File: config.mk
export PLATFORM = sky130hd
export DESIGN_NAME = sirq_slot_agent
export DESIGN_NICKNAME = d
export VERILOG_FILES = /design/src/rtl/sirq_pkg.sv /design/src/rtl/sirq_low_meter.sv /design/src/rtl/sirq_slot_timer.sv /design/src/rtl/sirq_drive_ctl.sv /design/src/rtl/sirq_slot_agent.sv
export SDC_FILE = /design/constraint.sdc
export NUM_CORES = 1
export LEC_CHECK = 0
export ABC_AREA = 1
export ABC_CLOCK_PERIOD_IN_PS = 2050
export BUFFER_PORTS_ARGS = -buffer_cell sky130_fd_sc_hd__buf_2
export CELL_PAD_IN_SITES_DETAIL_PLACEMENT = 1
export CELL_PAD_IN_SITES_GLOBAL_PLACEMENT = 1
export CORE_MARGIN = 5
export CORE_UTILIZATION = 43
export CTS_CLUSTER_SIZE = 16
export DETAILED_ROUTE_END_ITERATION = 8
export PLACE_DENSITY_LB_ADDON = 0.1
export SYNTH_ARGS = -nofsm -noshare
export SYNTH_HDL_FRONTEND = slang
export SYNTH_HIERARCHICAL = 1
export SYNTH_SLANG_ARGS = --single-unit
File: constraint.sdc
create_clock -name clk -period 2.05 [get_ports clk]
set_input_delay 0.41 -clock clk [delete_from_list [all_inputs] [get_ports clk]]
set_output_delay 0.41 -clock clk [all_outputs]
set_load 0.05 [all_outputs]
File: src/rtl/sirq_pkg.sv
package sirq_pkg;

  typedef enum logic [2:0] {
    ST_IDLE,
    ST_REQ,
    ST_START,
    ST_SLOTS,
    ST_STOPW
  } agent_st_e;

  typedef enum logic [1:0] {
    PH_SAMPLE = 2'd0,
    PH_RECOV  = 2'd1,
    PH_TURN   = 2'd2
  } phase_e;

  typedef enum logic [1:0] {
    STOP_NONE,
    STOP_QUIET,
    STOP_CONT
  } stop_kind_e;

  // phase order inside one slot
  function automatic phase_e next_phase(phase_e p);
    case (p)
      PH_SAMPLE: next_phase = PH_RECOV;
      PH_RECOV:  next_phase = PH_TURN;
      default:   next_phase = PH_SAMPLE;
    endcase
  endfunction

  // low pulse long enough to open a frame
  function automatic logic is_start_len(int unsigned len, int unsigned min_len);
    is_start_len = (len >= min_len);
  endfunction

  // closing pulse width -> next bus mode
  function automatic stop_kind_e decode_stop(int unsigned len);
    case (len)
      2:       decode_stop = STOP_QUIET;
      3:       decode_stop = STOP_CONT;
      default: decode_stop = STOP_NONE;
    endcase
  endfunction

endpackage

File: src/rtl/sirq_low_meter.sv
module sirq_low_meter #(
  parameter int LEN_W = 3
) (
  input  logic             clk,
  input  logic             rst_n,
  input  logic             line_in,
  output logic             rise_seen,
  output logic [LEN_W-1:0] low_len
);

  logic [LEN_W-1:0] cnt_q;

  // count consecutive low samples, saturating
  always_ff @(posedge clk or negedge rst_n) begin
    if (!rst_n) begin
      cnt_q <= '0;
    end else if (!line_in) begin
      if (cnt_q != '1) cnt_q <= cnt_q + 1'b1;
    end else begin
      cnt_q <= '0;
    end
  end

  assign rise_seen = line_in && (cnt_q != '0);
  assign low_len   = cnt_q;

  AST_LEN_CLEARS: assert property (@(posedge clk) disable iff (!rst_n)
    line_in |=> (low_len == '0));

endmodule

File: src/rtl/sirq_slot_timer.sv
module sirq_slot_timer
  import sirq_pkg::*;
#(
  parameter int NUM_SLOTS = 21,
  parameter int SLOT_W    = 5
) (
  input  logic              clk,
  input  logic              rst_n,
  input  logic              launch,
  input  logic              run,
  output logic [SLOT_W-1:0] slot_q,
  output phase_e            phase_q,
  output logic              last_tick
);

  localparam logic [SLOT_W-1:0] LAST_SLOT = SLOT_W'(NUM_SLOTS - 1);

  always_ff @(posedge clk or negedge rst_n) begin
    if (!rst_n) begin
      slot_q  <= '0;
      phase_q <= PH_SAMPLE;
    end else if (launch) begin
      slot_q  <= '0;
      phase_q <= PH_SAMPLE;
    end else if (run) begin
      phase_q <= next_phase(phase_q);
      if (phase_q == PH_TURN && slot_q != LAST_SLOT) slot_q <= slot_q + 1'b1;
    end
  end

  assign last_tick = run && (slot_q == LAST_SLOT) && (phase_q == PH_TURN);

  AST_SLOT_STEP: assert property (@(posedge clk) disable iff (!rst_n)
    (run && !launch && phase_q == PH_TURN && !last_tick)
      |=> (slot_q == SLOT_W'($past(slot_q) + 1'b1)));
  AST_PHASE_LEGAL: assert property (@(posedge clk) disable iff (!rst_n)
    phase_q inside {PH_SAMPLE, PH_RECOV, PH_TURN});

endmodule

File: src/rtl/sirq_drive_ctl.sv
module sirq_drive_ctl
  import sirq_pkg::*;
#(
  parameter int SLOT_W   = 5,
  parameter int SLOT_IDX = 5
) (
  input  logic              clk,
  input  logic              rst_n,
  input  logic              in_slots,
  input  logic              in_req,
  input  logic [SLOT_W-1:0] slot_q,
  input  phase_e            phase_q,
  input  logic              irq_lvl,
  output logic              drv_en,
  output logic              drv_val,
  output logic              own_sample,
  output logic              own_recov,
  output logic              own_turn,
  output logic              rep_lvl
);

  logic own_slot;
  logic pulled_low_q;

  assign own_slot   = in_slots && (slot_q == SLOT_W'(SLOT_IDX));
  assign own_sample = own_slot && (phase_q == PH_SAMPLE);
  assign own_recov  = own_slot && (phase_q == PH_RECOV);
  assign own_turn   = own_slot && (phase_q == PH_TURN);

  always_ff @(posedge clk or negedge rst_n) begin
    if (!rst_n) begin
      pulled_low_q <= 1'b0;
      rep_lvl      <= 1'b1;
    end else if (own_sample) begin
      pulled_low_q <= !irq_lvl;
      rep_lvl      <= irq_lvl;
    end else if (own_turn) begin
      pulled_low_q <= 1'b0;
    end
  end

  assign drv_en  = in_req || (own_sample && !irq_lvl) || (own_recov && pulled_low_q);
  assign drv_val = own_recov && pulled_low_q;

  AST_SAMPLE_LOW: assert property (@(posedge clk) disable iff (!rst_n)
    (own_sample && drv_en) |-> !drv_val);
  AST_RECOV_AFTER_LOW: assert property (@(posedge clk) disable iff (!rst_n)
    (own_recov && drv_en) |-> $past(drv_en && !drv_val));
  AST_TURN_FREE: assert property (@(posedge clk) disable iff (!rst_n)
    own_turn |-> !drv_en);

endmodule

File: src/rtl/sirq_slot_agent.sv
module sirq_slot_agent
  import sirq_pkg::*;
#(
  parameter int NUM_SLOTS = 21,
  parameter int SLOT_IDX  = 5,
  parameter int START_MIN = 4,
  parameter int LEN_W     = 3
) (
  input  logic clk,
  input  logic rst_n,
  input  logic line_in,
  input  logic irq_in,
  output logic drv_en,
  output logic drv_val,
  output logic mode_quiet
);

  localparam int SLOT_W = (NUM_SLOTS > 1) ? $clog2(NUM_SLOTS) : 1;

  agent_st_e         state_q, state_d;
  logic              irq_q;
  logic              mode_q;
  logic              rise_seen;
  logic [LEN_W-1:0]  low_len;
  logic [SLOT_W-1:0] slot_q;
  phase_e            phase_q;
  logic              last_tick;
  logic              own_sample, own_recov, own_turn;
  logic              rep_lvl;
  logic              req_cond, start_ok;
  stop_kind_e        stop_kind;

  sirq_low_meter #(.LEN_W(LEN_W)) meter_i (
    .clk(clk), .rst_n(rst_n), .line_in(line_in),
    .rise_seen(rise_seen), .low_len(low_len)
  );

  sirq_slot_timer #(.NUM_SLOTS(NUM_SLOTS), .SLOT_W(SLOT_W)) timer_i (
    .clk(clk), .rst_n(rst_n), .launch(start_ok), .run(state_q == ST_SLOTS),
    .slot_q(slot_q), .phase_q(phase_q), .last_tick(last_tick)
  );

  sirq_drive_ctl #(.SLOT_W(SLOT_W), .SLOT_IDX(SLOT_IDX)) drive_i (
    .clk(clk), .rst_n(rst_n), .in_slots(state_q == ST_SLOTS),
    .in_req(state_q == ST_REQ), .slot_q(slot_q), .phase_q(phase_q),
    .irq_lvl(irq_q), .drv_en(drv_en), .drv_val(drv_val),
    .own_sample(own_sample), .own_recov(own_recov), .own_turn(own_turn),
    .rep_lvl(rep_lvl)
  );

  assign req_cond  = mode_q && (state_q == ST_IDLE) && line_in && (irq_q != rep_lvl);
  assign start_ok  = (state_q == ST_START) && rise_seen &&
                     is_start_len(32'(low_len), START_MIN);
  assign stop_kind = decode_stop(32'(low_len));

  always_comb begin
    state_d = state_q;
    case (state_q)
      ST_IDLE:  if (req_cond) state_d = ST_REQ;
                else if (!line_in) state_d = ST_START;
      ST_REQ:   state_d = ST_START;
      ST_START: if (rise_seen) state_d = start_ok ? ST_SLOTS : ST_IDLE;
      ST_SLOTS: if (last_tick) state_d = ST_STOPW;
      ST_STOPW: if (rise_seen) state_d = ST_IDLE;
      default:  state_d = ST_IDLE;
    endcase
  end

  always_ff @(posedge clk or negedge rst_n) begin
    if (!rst_n) begin
      state_q <= ST_IDLE;
      irq_q   <= 1'b1;
      mode_q  <= 1'b0;
    end else begin
      state_q <= state_d;
      irq_q   <= irq_in;
      if (state_q == ST_STOPW && rise_seen) begin
        if (stop_kind == STOP_QUIET)     mode_q <= 1'b1;
        else if (stop_kind == STOP_CONT) mode_q <= 1'b0;
      end
    end
  end

  assign mode_quiet = mode_q;

  AST_DRIVE_SCOPE: assert property (@(posedge clk) disable iff (!rst_n)
    drv_en |-> (state_q == ST_REQ || own_sample || own_recov));
  AST_REQ_ONE_CLK: assert property (@(posedge clk) disable iff (!rst_n)
    (state_q == ST_REQ) |=> (state_q == ST_START && !drv_en));
  AST_REQ_QUIET: assert property (@(posedge clk) disable iff (!rst_n)
    (state_q == ST_REQ) |-> mode_quiet);
  AST_CONT_SILENT: assert property (@(posedge clk) disable iff (!rst_n)
    (!mode_quiet && state_q == ST_IDLE) |=> (state_q != ST_REQ));
  AST_TURN_RELEASE: assert property (@(posedge clk) disable iff (!rst_n)
    own_turn |-> !drv_en);

endmodule

==> results.sh, run 1 <==
export IMPL_fin_util=0.5158
export IMPL_stdcell_area_mm2=0.001266
export IMPL_period_needed_ns=1.934
export IMPL_tritoncts="yes"
export IMPL_cp_end_kind="output pin"
export IMPL_r2r_slack_ns=0.27
export IMPL_status="complete, no violations"
export IMPL_start_util=0.4480
export IMPL_layout_drive_gt1_share=0.2303
export IMPL_worstSetupPathType="reg -> out"
export IMPL_combinationalPowerShare=0.060
export IMPL_dp_hpwl_um=1842
export IMPL_nNetsFinal=175
export IMPL_rsz0062_at_grt="true"
export IMPL_place_worst_setup_slack_ns=0.1170
export IMPL_antenna_found_initial=0
export IMPL_syn_to_final_growth_pct=15.13
export IMPL_io_buffer_count=6
export IMPL_crit_path_start="state_q[2]"
export IMPL_design_core_area_mm2=0.002455
export IMPL_regToRegStartpoint="state_q[2]"
export IMPL_pwr_share_clk=0.326
export IMPL_irDropWorstVdd_uv=350.9
export IMPL_switchingPower_mw=0.1428
export IMPL_placed_cell_area_mm2=0.001167
export IMPL_first_pass_iters=5
export IMPL_synth_nets=159
export IMPL_sequentialPowerShare=0.614
export IMPL_diodes=0
export IMPL_endpoint="drv_en"
export IMPL_gp_congestion=0.7896
export IMPL_fp_dieH_um=60.58
export IMPL_maxCapViolCount=0
export IMPL_htreeDepth=1
export IMPL_io_pin_count=7
export IMPL_fp_dieArea_mm2=0.003669
export IMPL_wl_per_cell_um=12.35
export IMPL_root_buffer="clkbuf_4"
export IMPL_drt_iter0_markers=21
export IMPL_period_share=0.9434
export IMPL_grt_pass1_wl_um=4119
export IMPL_setup_viol_count_final=0
export IMPL_worstSetupStartpointType="register"
export IMPL_cts_buffers=3
export IMPL_fin_ws_ns=0.1160
export IMPL_vias_per_cell=4.969
export IMPL_worstPathArrival_ns=1.52
export IMPL_swShare=0.2489
export IMPL_insertion_delay_ns=0.29
export IMPL_clkSinkCount=17
export IMPL_power_density_mw_per_mm2=452.9
export IMPL_cp_max_fo=4
export IMPL_tightest_slew_ns=0.4090
export IMPL_grt_pass1_vias=996
export IMPL_fin_hold_ws_ns=0.03219
export IMPL_slew_violations=0
export IMPL_totalPowerFinal_mw=0.5735
export IMPL_internal_power_mw=0.4307
export IMPL_drcViolationCount=0
export IMPL_fin_skew_ns=0.0008561
export IMPL_clock_fmax_ghz=0.5171
export IMPL_syn_area_per_cell_um2=7.332
export IMPL_final_hold_viol_count=0
export IMPL_grt_usage=0.1470
export IMPL_cts_path_max_buffers=2
export IMPL_netlist_area_mm2=0.001100
export IMPL_power_leakage_nw=0.7645
export IMPL_grt_max_degree=18
export IMPL_overflow=0
export IMPL_crit_required_ns=1.64
export IMPL_path_clk_slew_ns=0.11
export IMPL_rr_worst_depth=12
export IMPL_slew_headroom=0.7274
export IMPL_num_vias=969
export IMPL_die_width_um=60.58
export IMPL_postCtsHoldBufs=0
export IMPL_routed_wl_um=2408
export IMPL_netlist_instances=150
export IMPL_yosys_warnings=6
export IMPL_rows=18
export IMPL_hold_path_class="in -> async"
export IMPL_rr_endpoint="state_q[1]"
export IMPL_final_antenna_net_count=0
worst min path at each step:
stage	end	depth (start not counted)
floorplan	drive_i/pulled_low_q	0
global placement	timer_i/slot_q[4]	1
detailed placement	timer_i/slot_q[4]	1
CTS	timer_i/slot_q[4]	1
global route	timer_i/slot_q[4]	1
finish	timer_i/slot_q[4]	1
flip-flops by register name, indices dropped and copies added (netlist names):
signal	flops
mode_quiet	1
state_q	3
meter_i/low_len	3
drive_i/rep_lvl	1
irq_q	1
drive_i/pulled_low_q	1
timer_i/slot_q	5
timer_i/phase_q	2
worst max-delay path: stages (launching register included):
cell and delay (ns):
dfrtp_1 0.41, inv_2 0.09, nand3_4 0.08, inv_2 0.08, nand2_2 0.06, nor2_4 0.11
nand4_1 0.14, nand3_2 0.12, buf_8 0.15
layout by cell type (no fill, tap or decap), types with 2 or more instances in the layout:
| cell | n |
|---|---|
| nor2_4 | 2 |
| clkbuf_4 | 3 |
| a21oi_1 | 4 |
| nand3_1 | 16 |
| nand2_2 | 6 |
| nand4_1 | 5 |
| buf_4 | 5 |
| dfrtp_1 | 14 |
| dfstp_2 | 2 |
| nor2_1 | 15 |
| nor2_2 | 2 |
| inv_1 | 27 |
| nand2_1 | 34 |
| inv_2 | 5 |
| nand3_2 | 2 |
| ha_1 | 5 |
| buf_2 | 4 |
per-stage QoR:
| step | setup TNS, ns | cells |
|---|---|---|
| after detailed placement | 0 | 186 |
| after global routing | -0.009960 | 195 |
| after floorplan | 0 | 150 |
| after global placement | 0 | 186 |
| final | 0 | 195 |
| after CTS | 0 | 192 |
metal layers:
| metal | share of wire | GRT usage | vias up |
|---|---|---|---|
| met5 | 0 | 0 | - |
| met4 | 0.0079 | 0.04644 | 0 |
| met3 | 0.029 | 0.02553 | 2 |
| met2 | 0.50 | 0.2611 | 12 |
| met1 | 0.47 | 0.1800 | 460 |
| li1 | - | - | 495 |
power groups by stage:
stage	logic (mW)	clock network (mW)	registers, mW
2_1_floorplan	0.0204	0	0.356
3_3_place_gp	0.0341	0	0.358
3_5_place_dp	0.0354	0	0.359
4_1_cts	0.0360	0.192	0.352
5_1_grt	0.0409	0.208	0.354
6_report	0.0346	0.187	0.352
final cells by class:
type                            instances  area (µm²)
Clock buffer                            4       26.28
Fill cell                             318        1189
Inverter                               32       120.1
Multi-Input combinational cell        101       569.3
Sequential cell                        17       429.2
Tap cell                               30       37.54
Timing Repair Buffer                   11       83.83
repair_timing:
action                                  CTS  global route
pin swaps                                 0             3
setup buffers                             2             3
endpoints found under the setup margin    2             2
resized for setup                         4             7
endpoints found under the hold margin     0             0
Note: power is estimated with default switching activity, not from simulation.
==> run 2: changes to the inputs <==
--- a/config.mk
+++ b/config.mk
@@ -7,13 +7,13 @@
 export LEC_CHECK = 0
 export ABC_AREA = 1
 export ABC_CLOCK_PERIOD_IN_PS = 2050
-export BUFFER_PORTS_ARGS = -buffer_cell sky130_fd_sc_hd__buf_2
 export CELL_PAD_IN_SITES_DETAIL_PLACEMENT = 1
 export CELL_PAD_IN_SITES_GLOBAL_PLACEMENT = 1
 export CORE_MARGIN = 5
-export CORE_UTILIZATION = 43
+export CORE_UTILIZATION = 45
 export CTS_CLUSTER_SIZE = 16
 export DETAILED_ROUTE_END_ITERATION = 8
+export DONT_BUFFER_PORTS = 1
 export PLACE_DENSITY_LB_ADDON = 0.1
 export SYNTH_ARGS = -nofsm -noshare
 export SYNTH_HDL_FRONTEND = slang
==> results.sh, run 2 (synthesized netlist as in run 1, its figures left out) <==
export IMPL_design_core_area_mm2=0.002410
export IMPL_fin_skew_ns=0.002441
export IMPL_rows=18
export IMPL_crit_required_ns=1.64
export IMPL_final_antenna_net_count=0
export IMPL_period_share=0.9722
export IMPL_grt_pass1_vias=1040
export IMPL_worstPathArrival_ns=1.58
export IMPL_cp_max_fo=4
export IMPL_num_vias=954
export IMPL_period_needed_ns=1.993
export IMPL_drt_iter0_markers=25
export IMPL_max_flop_register="timer_i/slot_q"
export IMPL_worstSetupPathType="reg -> out"
export IMPL_slew_violations=0
export IMPL_nFillCells=312
export IMPL_fp_dieH_um=59.44
export IMPL_worstSetupStartpointType="register"
export IMPL_place_worst_setup_slack_ns=0.1744
export IMPL_sequentialPowerShare=0.617
export IMPL_start_util=0.4564
export IMPL_drcViolationCount=0
export IMPL_io_buffer_count=0
export IMPL_combinationalPowerShare=0.059
export IMPL_cts_buffers=3
export IMPL_antenna_found_initial=0
export IMPL_layout_drive_gt1_share=0.2000
export IMPL_grt_pass1_wl_um=4533
export IMPL_vias_per_cell=5.021
export IMPL_grt_max_degree=18
export IMPL_totalPowerFinal_mw=0.5704
export IMPL_maxCapViolCount=0
export IMPL_power_leakage_nw=0.7401
export IMPL_clkSinkCount=17
export IMPL_switchingPower_mw=0.1404
export IMPL_path_clk_slew_ns=0.10
export IMPL_io_pin_count=7
export IMPL_status="complete, no violations"
export IMPL_irDropWorstVdd_uv=259.7
export IMPL_fin_ws_ns=0.05699
export IMPL_internal_power_mw=0.4300
export IMPL_grt_usage=0.1688
export IMPL_wl_per_cell_um=13.15
export IMPL_cp_end_kind="output pin"
export IMPL_hold_path_class="in -> reg"
export IMPL_overflow=0
export IMPL_dp_hpwl_um=1937
export IMPL_placed_cell_area_mm2=0.001165
export IMPL_cts_path_max_buffers=2
export IMPL_first_pass_iters=4
export IMPL_nNetsFinal=170
export IMPL_r2r_slack_ns=0.29
export IMPL_largest_reg_flops=5
export IMPL_clock_fmax_ghz=0.5018
export IMPL_fp_dieArea_mm2=0.003533
export IMPL_swShare=0.2461
export IMPL_syn_to_final_growth_pct=12.63
export IMPL_layout_commonest_cell="nand2_1"
export IMPL_tritoncts="yes"
export IMPL_tightest_slew_ns=0.8323
export IMPL_final_hold_viol_count=0
export IMPL_slew_headroom=0.4433
export IMPL_pwr_share_clk=0.324
export IMPL_gp_congestion=0.8247
export IMPL_root_buffer="clkbuf_4"
export IMPL_insertion_delay_ns=0.29
export IMPL_setup_viol_count_final=0
export IMPL_stdcell_area_mm2=0.001239
export IMPL_routed_wl_um=2499
export IMPL_diodes=0
export IMPL_final_cell_mix="34 x nand2_1, 27 x inv_1, 16 x nand3_1, 15 x nor2_1, 14 x dfrtp_1"
export IMPL_htreeDepth=1
export IMPL_fin_hold_ws_ns=0.1052
export IMPL_power_density_mw_per_mm2=460.5
export IMPL_die_width_um=59.44
run 2: cell count changes in the layout (fill, tap and decap cells not counted), sizes merged:
cell	before	now
buf	11	5
dlygate4sd3	0	1
run 2: routing by layer:
layer  up-vias  wire, µm  part of all wire  GRT usage
met1       456      1103              0.44     0.2016
met2         6      1317              0.53     0.2949
met5         -         0                 0          0
met4         0        15            0.0060    0.07443
met3         2        63             0.025    0.02614
li1        490         -                 -          -
run 2: stage by stage:
step	util	setup TNS, ns	cells
floorplan	-	0	150
global placement	0.4834	0	182
detailed placement	0.4834	0	182
CTS	0.5073	0	188
global route	0.5140	-0.06877	190
finish	0.5140	0	190
run 2: cell type report:
cell class / count / area (µm²) / share of cell area
Multi-Input combinational cell: 101 / 561.8 / 0.4535
Clock buffer: 4 / 26.28 / 0.02121
Sequential cell: 17 / 429.2 / 0.3465
Tap cell: 30 / 37.54 / 0.03030
Inverter: 32 / 120.1 / 0.09697
Timing Repair Buffer: 6 / 63.81 / 0.05152
run 2: final timing paths:
check,startpoint,to,cells past startpoint
setup / recovery,state_q[2],drv_en,8
hold / removal,irq_in,irq_q,0
setup reg to reg,state_q[2],state_q[1],11
hold reg to reg,drive_i/rep_lvl,drive_i/rep_lvl,2
max in group asynchronous,rst_n,state_q[1],1
min in group asynchronous,rst_n,timer_i/slot_q[4],1
run 2: repair_timing:
action	CTS	global route
endpoints found under the hold margin	17	0
setup endpoints to repair	2	2
buffers inserted	1	2
pin swaps	0	2
resized for setup	4	2
hold buffers	1	0
run 2: worst max-delay path: stages (launching register included):
cell,delay (ns)
dfrtp_1,0.42
inv_2,0.09
nand3_2,0.09
inv_2,0.08
nand2_2,0.06
nor2_4,0.12
nand4_1,0.16
nand3_2,0.13
buf_12,0.14
run 2: power by group through the flow:
stage / Combinational, mW / Clock [mW] / Sequential, mW
after CTS: 0.0342 / 0.197 / 0.352
after global placement: 0.0239 / 0 / 0.358
after detailed placement: 0.0251 / 0 / 0.359
after global routing: 0.0416 / 0.206 / 0.354
final: 0.0334 / 0.185 / 0.352
after floorplan: 0.0204 / 0 / 0.356
==> run 3: changes to the inputs <==
--- a/config.mk
+++ b/config.mk
@@ -5,12 +5,11 @@
 export SDC_FILE = /design/constraint.sdc
 export NUM_CORES = 1
 export LEC_CHECK = 0
-export ABC_AREA = 1
 export ABC_CLOCK_PERIOD_IN_PS = 2050
 export CELL_PAD_IN_SITES_DETAIL_PLACEMENT = 1
 export CELL_PAD_IN_SITES_GLOBAL_PLACEMENT = 1
 export CORE_MARGIN = 5
-export CORE_UTILIZATION = 45
+export CORE_UTILIZATION = 47
 export CTS_CLUSTER_SIZE = 16
 export DETAILED_ROUTE_END_ITERATION = 8
 export DONT_BUFFER_PORTS = 1
==> results.sh, run 3 <==
export IMPL_rows=16
export IMPL_slew_violations=0
export IMPL_crit_required_ns=1.64
export IMPL_worstSetupPathType="reg -> out"
export IMPL_io_buffer_count=0
export IMPL_insertion_delay_ns=0.28
export IMPL_status="complete, no violations"
export IMPL_period_needed_ns=2.014
export IMPL_irDropWorstVdd_uv=641.4
export IMPL_yosys_warnings=6
export IMPL_grt_pass1_wl_um=3760
export IMPL_layout_drive_gt1_share=0.1818
export IMPL_drt_iter0_markers=10
export IMPL_path_clk_slew_ns=0.10
export IMPL_critical_path_max_stage_delay_ns=0.39
export IMPL_antenna_found_initial=0
export IMPL_fp_dieArea_mm2=0.003094
export IMPL_overflow=0
export IMPL_diodes=0
export IMPL_period_share=0.9824
export IMPL_syn_area_per_cell_um2=9.984
export IMPL_cts_buffers=3
export IMPL_fin_hold_ws_ns=0.1113
export IMPL_wl_per_cell_um=15.29
export IMPL_cp_max_fo=2
export IMPL_syn_to_final_growth_pct=15.98
export IMPL_netlist_area_um2=978.4
export IMPL_tightest_slew_ns=0.7898
export IMPL_routed_wl_um=2095
export IMPL_largest_reg_flops=5
export IMPL_drcViolationCount=0
export IMPL_start_util=0.4937
export IMPL_nNetsFinal=120
export IMPL_vias_per_cell=5.642
export IMPL_netlist_instances=98
export IMPL_io_pin_count=7
export IMPL_maxCapViolCount=0
export IMPL_root_buffer="clkbuf_4"
export IMPL_clkSinkCount=17
export IMPL_grt_max_degree=18
export IMPL_cts_path_max_buffers=2
export IMPL_worstPathArrival_ns=1.60
export IMPL_hold_path_class="in -> reg"
export IMPL_cp_slowest_cell="dfrtp_1"
export IMPL_tritoncts="yes"
export IMPL_worstSetupStartpointType="register"
export IMPL_critPathBufInv=1
export IMPL_num_vias=773
export IMPL_gp_congestion=0.7254
export IMPL_power_leakage_nw=0.5176
export IMPL_layout_commonest_cell="dfrtp_1"
export IMPL_grt_pass1_vias=800
export IMPL_rsz0062_at_grt="true"
export IMPL_dp_hpwl_um=1556
export IMPL_setup_viol_count_final=0
export IMPL_final_cell_mix="15 x dfrtp_1, 11 x nor2_1, 9 x inv_1, 7 x a21oi_1, 6 x buf_4"
export IMPL_max_flop_register="timer_i/slot_q"
export IMPL_crit_chain="and3b_1, and4bb_1, nand3_2, o21bai_4, buf_12"
export IMPL_first_pass_iters=4
export IMPL_stdcell_area_mm2=0.001135
export IMPL_htreeDepth=1
export IMPL_clock_fmax_ghz=0.4966
export IMPL_placed_cell_area_mm2=0.001067
export IMPL_die_width_um=55.63
export IMPL_slew_headroom=0.4717
export IMPL_grt_usage=0.1494
export IMPL_power_density_mw_per_mm2=1055
export IMPL_totalPowerFinal_mw=1.197
export IMPL_fin_skew_ns=0.002595
export IMPL_design_core_area_mm2=0.001982
export IMPL_synth_nets=107
export IMPL_critPathTopFamily="simple AND/OR/NAND/NOR gates"
export IMPL_final_antenna_net_count=0
export IMPL_cp_end_kind="output pin"
export IMPL_fp_dieH_um=55.63
export IMPL_final_hold_viol_count=0
## run 3: timing repair
item / 4_1_cts / 5_1_grt
pin swaps: 1 / 1
setup endpoints to repair: 2 / 2
gates resized for setup: 0 / 3
hold buffers: 1 / 0
setup buffers: 2 / 0
hold endpoints to repair: 17 / 0
gates cloned: 0 / 0
## run 3: layer usage
metal  up-vias  track usage  wire (µm)
li1        371            -          -
met1       389       0.2003       1007
met2        11       0.2432       1027
met3         2      0.02784         44
met4         0      0.04514         15
met5         -            0          0
## run 3: cell type report
| cell class | instances | area [µm²] |
|---|---|---|
| well taps | 27 | 33.78 |
| multi-input cells | 71 | 526.8 |
| inverters | 9 | 33.78 |
| flip-flops and latches | 17 | 427.9 |
| repair buffers | 9 | 86.33 |
| fillers | 227 | 847.1 |
| clock buffers | 4 | 26.28 |
## run 3: final timing paths
kind | endpoint | cells after the start | start | slack, ns
min in group asynchronous | timer_i/slot_q[1] | 1 | rst_n | 0.64
worst min register to register | mode_quiet | 1 | meter_i/low_len[0] | 0.54
worst max register to register | timer_i/slot_q[3] | 5 | timer_i/slot_q[0] | 0.35
worst min-delay path | irq_q | 0 | irq_in | 0.11
max in group asynchronous | state_q[2] | 1 | rst_n | 0.92
worst max-delay path | drv_en | 5 | state_q[2] | 0.04
## run 3: worst reg2reg max path: cells and delay by family (launching register included)
kind | cells | cell delay (ns)
compound gates | 1 | 0.16
simple gates | 2 | 0.71
fa+ha+maj | 1 | 0.22
flops | 1 | 0.45
buf+inv | 1 | 0.09
## run 3: metrics by stage
stage | util | TNS, ns | std cells | worst slack, ns
after floorplan | - | -0.1399 | 98 | -0.1399
after global placement | 0.5385 | 0 | 130 | 0.2399
after detailed placement | 0.5385 | 0 | 130 | 0.1904
after CTS | 0.5644 | 0 | 137 | 0.004343
after global routing | 0.5726 | -0.1153 | 137 | -0.05973
final | 0.5726 | 0 | 137 | 0.03611
## run 3: power by group
group | switching [mW] | internal (mW)
sequential | 0.152 | 0.437
clock | 0.103 | 0.0754
combinational | 0.222 | 0.209
